==> config.mk <==
export PLATFORM = sky130hd
export DESIGN_NAME = wdog_monitor
export DESIGN_NICKNAME = d
export VERILOG_FILES = /design/src/rtl/wdog_monitor.sv
export SDC_FILE = /design/constraint.sdc
export NUM_CORES = 1
export LEC_CHECK = 0
export BUFFER_PORTS_ARGS = -buffer_cell sky130_fd_sc_hd__buf_2
export CELL_PAD_IN_SITES_DETAIL_PLACEMENT = 0
export CELL_PAD_IN_SITES_GLOBAL_PLACEMENT = 1
export CORE_MARGIN = 3
export CORE_UTILIZATION = 40
export CTS_BUF_LIST = sky130_fd_sc_hd__clkbuf_16
export DETAILED_ROUTE_END_ITERATION = 10
export HOLD_SLACK_MARGIN = 0.12
export PLACE_DENSITY_LB_ADDON = 0.12
export SYNTH_ARGS = -nofsm -noshare
export SYNTH_HDL_FRONTEND = slang
export SYNTH_SLANG_ARGS = --single-unit
==> constraint.sdc <==
create_clock -name clk -period 2.3 [get_ports clk]
set_input_delay 0.46 -clock clk [delete_from_list [all_inputs] [get_ports clk]]
set_output_delay 0.46 -clock clk [all_outputs]
set_load 0.02 [all_outputs]
==> src/rtl/wdog_monitor.sv <==
module wdog_monitor #(
  parameter int TIMEOUT_CYCLES = 200_000_000,
  localparam int CW = $clog2(TIMEOUT_CYCLES + 1)
) (
  input  logic clk,
  input  logic sys_rst,
  input  logic wd_level,
  input  logic wd_driven,
  input  logic supply_ok,
  output logic wdt_n
);

  logic          sync_a, sync_b, sync_prev;
  logic          sync_edge;
  logic [CW-1:0] cnt;
  logic          expired;

  always_ff @(posedge clk or posedge sys_rst) begin
    if (sys_rst) begin
      sync_a    <= 1'b0;
      sync_b    <= 1'b0;
      sync_prev <= 1'b0;
    end else begin
      sync_a    <= wd_level;
      sync_b    <= sync_a;
      sync_prev <= sync_b;
    end
  end

  assign sync_edge = sync_b ^ sync_prev;

  always_ff @(posedge clk or posedge sys_rst) begin
    if (sys_rst) begin
      cnt     <= '0;
      expired <= 1'b0;
    end else if (!wd_driven || sync_edge) begin
      cnt     <= '0;
      expired <= 1'b0;
    end else if (!expired) begin
      if (cnt == CW'(TIMEOUT_CYCLES - 1)) expired <= 1'b1;
      else                                cnt     <= cnt + 1'b1;
    end
  end

  assign wdt_n = supply_ok & ~expired;

endmodule

# Word level (Yosys, flattened, before mapping)
# Index checks and enable logic that the tools add are counted.
# word_totals
elab_cells	21
ff_bits	32
# op_classes
n_eq_ne	3
addsub	1
bitwise	3
reduce_logical	3
n_mux	6
# ops
operator	count
$mux W28	3
$add A28 B1 Y28 const B	1
$eq A28 B28 Y1 const B	1
$mux W1	3
$ne A2 B1 Y1 const B	1
$ne A2 B2 Y1 const B	1
$reduce_and A2 Y1	1
$and A1 B1 Y1	1
$logic_not A1 Y1	1
$logic_or A1 B1 Y1	1
$not A1 Y1	1
$xor A1 B1 Y1	1

# Depth between registers and ports, before layout
# logic_depth
depth_word	4
ltp_mapped	8
ltp_nobuf	6

# Least setup slack after synthesis
# No wires, ideal clock.
# synth_timing
kind	register to register
start	register cnt[11]
end	register cnt[13]
setup_ns	0.079
path_slack_ns	0.217
path_stages_with_launch	8
arrival_ns	2.004
period_less_slack_ns	2.083
path_cell_list	dfrtp_1 or4b_1 or4_4 o21bai_4 buf_6 buf_6 o31ai_1 a21oi_1
# synth_between
elab_chain_cells	4
# synth_rtl
item	line_no	rtl
start, declared	15	logic [CW-1:0] cnt;
start signal, assigned	41	else cnt <= cnt + 1'b1;
$add A28 B1 Y28	41	
$mux W28	40	if (cnt == CW'(TIMEOUT_CYCLES - 1)) expired <= 1'b1;
$mux W28	39	end else if (!expired) begin
$mux W28	36	end else if (!wd_driven || sync_edge) begin
# Parallel ways exist; a longest one is shown, timed or not. The select of a mux whose other input is x is not followed.
# A chain may end at the register's enable or synchronous reset.

# Worst setup path in the final report
# layout_timing
start	register cnt[20]
end	register cnt[10]
# layout_between
elab_chain_cells	3
# layout_rtl
item	line_no
$eq A28 B28 Y1	40
$ne A2 B2 Y1 (no line)	-
$reduce_and A2 Y1 (no line)	-
# No other way between the ends.

==> summary.txt <==
Outcome
  • Outcome: completed

Layout
  • Area added between synthesis and finish: 18.86%
  • Share of layout cells above drive strength 1: 0.1436
  • Final layout net count: 200
  • Final Non-Filler Cells: 243
  • Utilization after layout: 0.5128
  • N_diodes: 0

Floorplanning
  • Row count: 22
  • # IOs: 6
  • Initial core utilization: 0.4315
  • Die W: 70.02 um
  • Die area: 0.004902 mm^2
  • Die height: 70.02 um
  • Core Region: 0.003799 mm^2

Critical path
  • Cells on worst reg2reg path: 6
  • Startpoint Class: register
  • WS Path Type: reg2reg
  • Worst EP arrival: 2.36 ns
  • Top delay family on crit path: simple AND/OR/NAND/NOR gates
  • Worst path depth: 6
  • WP buf/inv: 1
  • CP max FO: 11
  • Crit-path cells: or4b_1 > or4_4 > o21bai_4 > buf_4 > o21ai_1 > a21oi_1
  • CP max stage delay: 0.56 ns
  • Crit end category: register
  • CP max stage cell: or4_4
  • WP data required: 2.49 ns

Yosys
  • Prevailing post-synth register cell: dfrtp_1
  • Ys Warns: 0
  • Commonest cells post-synth: 32 x dfrtp_1, 20 x nor2_1, 17 x nand2_1
  • Syn_nets: 180
  • Mean post-synth cell area: 9.420 um^2
  • Area contributors post-synth: dfrtp_1 49%, xor2_1 5.3%, nor2_1 4.6%
  • Post-synth top area cell: dfrtp_1
  • Netlist cell types: 32
  • EDFF count, synth: 0
  • Top-area cell type share of the netlist area: 0.4885
  • Fraction of registers with async set or reset after synthesis: 1.000
  • Cell count after synthesis: 174
  • Most frequent cell after synthesis: dfrtp_1
  • Flops & latches, synth: 32
  • Mapped Area: 0.001639 mm^2
  • Seq/Total Area, Yosys: 0.4885

Routing
  • Residual DRC: 0
  • Initial DRC Count: 82
  • DR vias: 1369
  • Post-DR wirelength/cell: 15.70 um
  • Drt via density: 5.634
  • DRT Pass-1 Iters: 4
  • Drt total wl: 3814 um
  • Antenna Nets Post-Route: 0

Clock tree
  • CTS resizes: 0
  • Clk slew on worst S/H paths: 0.05 ns
  • Postcts setup bufs: 0
  • CTS H-Tree Depth: 2
  • Clk buf depth: 2
  • TritonCTS clock tree: done
  • Clock latency on the worst-skew pair: 0.27 ns
  • TritonCTS sink count: 32
  • Root Buffer: clkbuf_16
  • # hold bufs at CTS: 0
  • CTS Buf Count: 5

Pwr
  • Seq pwr share: 0.425
  • Pleak: 0.0007883 uW
  • Worst vdd ir: 0.5614 mV
  • Switch Pwr: 262.2 uW
  • Switching Share: 0.1946
  • Int Pwr: 1085 uW
  • Power Dens Cells: ~690 mW/mm^2
  • Combinational cell fraction of total power: 0.034
  • Clock Power Share: 0.541
  • Total Power: about 1300 uW

Timing
  • Fin crit period: ~2.2 ns
  • Final hold vios: 0
  • RSZ-0062 raised after global routing: no
  • Slew Limit Fails: 0
  • Endpoints failing setup: 0
  • Max frequency: about 460 MHz
  • Final worst slack: 0.1267 ns
  • Post-route setup TNS: 0 ns
  • Relative slew slack: 0.7235
  • Final period util: 0.9449
  • Tightest Pin Transition: 0.4116 ns
  • Worst clock skew: 0.003428 ns

GRT
  • Total GRT Usage: 0.1704
  • Initial antenna violation count: 0
  • First-pass GRT wire length: between 6000 and 7000 um
  • Via count of the first global-routing pass: 1372
  • Largest net degree at the start of global routing: 33
  • Global route overflow: 0

Placed design
  • Port bufs: 5
  • Worst slack, placed: approximately 0.16 ns
  • Gpl congestion: 0.8454
  • Post-Place Cells: 235
  • DPL Wire Length: 2744 um

Flow run
  • Max-cap violation count: 0

Worst hold path
  • Worst min-delay path class: in2async
power groups by stage:
stage          clock [uW]  combinational, uW  sequential [uW]
2_1_floorplan           0               29.0              581
3_5_place_dp            0               46.5              583
4_1_cts               742               46.6              573
5_1_grt               771               50.9              573
6_report              729               45.3              573
3_3_place_gp            0               44.9              582
routing by layer:
layer,track usage,vias to the layer above,wire (um)
li1,-,669,-
met1,0.2207,670,1792
met4,0.07660,0,67
met2,0.2728,23,1839
met5,0,-,0
met3,0.03597,7,114
tightest hold or removal path, stage by stage:
cell and delay, ns:
buf_2 0.10, inv_1 0.04, buf_4 0.36
logic make-up (layout without fill, tap and decap cells):
kind of cell,Yosys count,in the layout,synth area share
compound gates,29,29,0.1099
fa+ha+maj,1,1,0.007632
xor+xnor,14,14,0.07480
simple gates,90,90,0.2878
buf+inv,7,28,0.02519
flops,32,32,0.4886
mux,1,1,0.006107
per-stage QoR:
stage	hold WS, ns	instance area [um^2]
finish	0.2584	1948
global route	0.2870	1948
CTS	0.2798	1948
detailed placement	0.3441	1784
global placement	0.3463	1784
floorplan	0.3312	1639
final timing paths:
path	start	to	slack [ns]
worst max-delay path	cnt[20]	cnt[10]	0.13
worst min-delay path	sys_rst	cnt[15]	0.26
worst max register to register	cnt[20]	cnt[10]	0.13
worst min register to register	sync_a	sync_b	0.36
max in group asynchronous	sys_rst	cnt[6]	1.73
min in group clk	wd_level	sync_a	0.29
registers in the layout, summed over array words and instances, names as in the netlist:
name	flops
expired	1
sync_a	1
sync_b	1
sync_prev	1
cnt	28
final cells by class:
class / instances / area [um^2]
Tap cell: 48 / 60.06
Clock buffer: 5 / 125.1
Inverter: 3 / 11.26
Fill cell: 353 / 1851
Multi-Input combinational cell: 135 / 797.0
Timing Repair Buffer: 17 / 115.1
Sequential cell: 32 / 800.8
Clock inverter: 3 / 38.79
cell usage in the layout, fill, tap and decap left out, drive strengths merged:
master / synthesis / final
a21oi: 12 / 12
a31oi: 1 / 1
a41o: 1 / 1
and2: 2 / 2
buf: 2 / 17
bufinv: 0 / 1
clkbuf: 2 / 5
clkinv: 0 / 1
dfrtp: 32 / 32
ha: 1 / 1
inv: 3 / 4
mux2i: 1 / 1
nand2: 17 / 17
nand2b: 1 / 1
nand3: 10 / 10
nand3b: 2 / 2
nand4: 11 / 11
nor2: 20 / 20
nor2b: 2 / 2
nor3: 4 / 4
nor4: 3 / 3
o211ai: 1 / 1
o21ai: 9 / 9
o21ba: 1 / 1
o21bai: 1 / 1
o31ai: 3 / 3
or2: 1 / 1
or3: 9 / 9
or4: 7 / 7
or4b: 1 / 1
xnor2: 4 / 4
xor2: 10 / 10
Power figures use the tool's default switching activity.
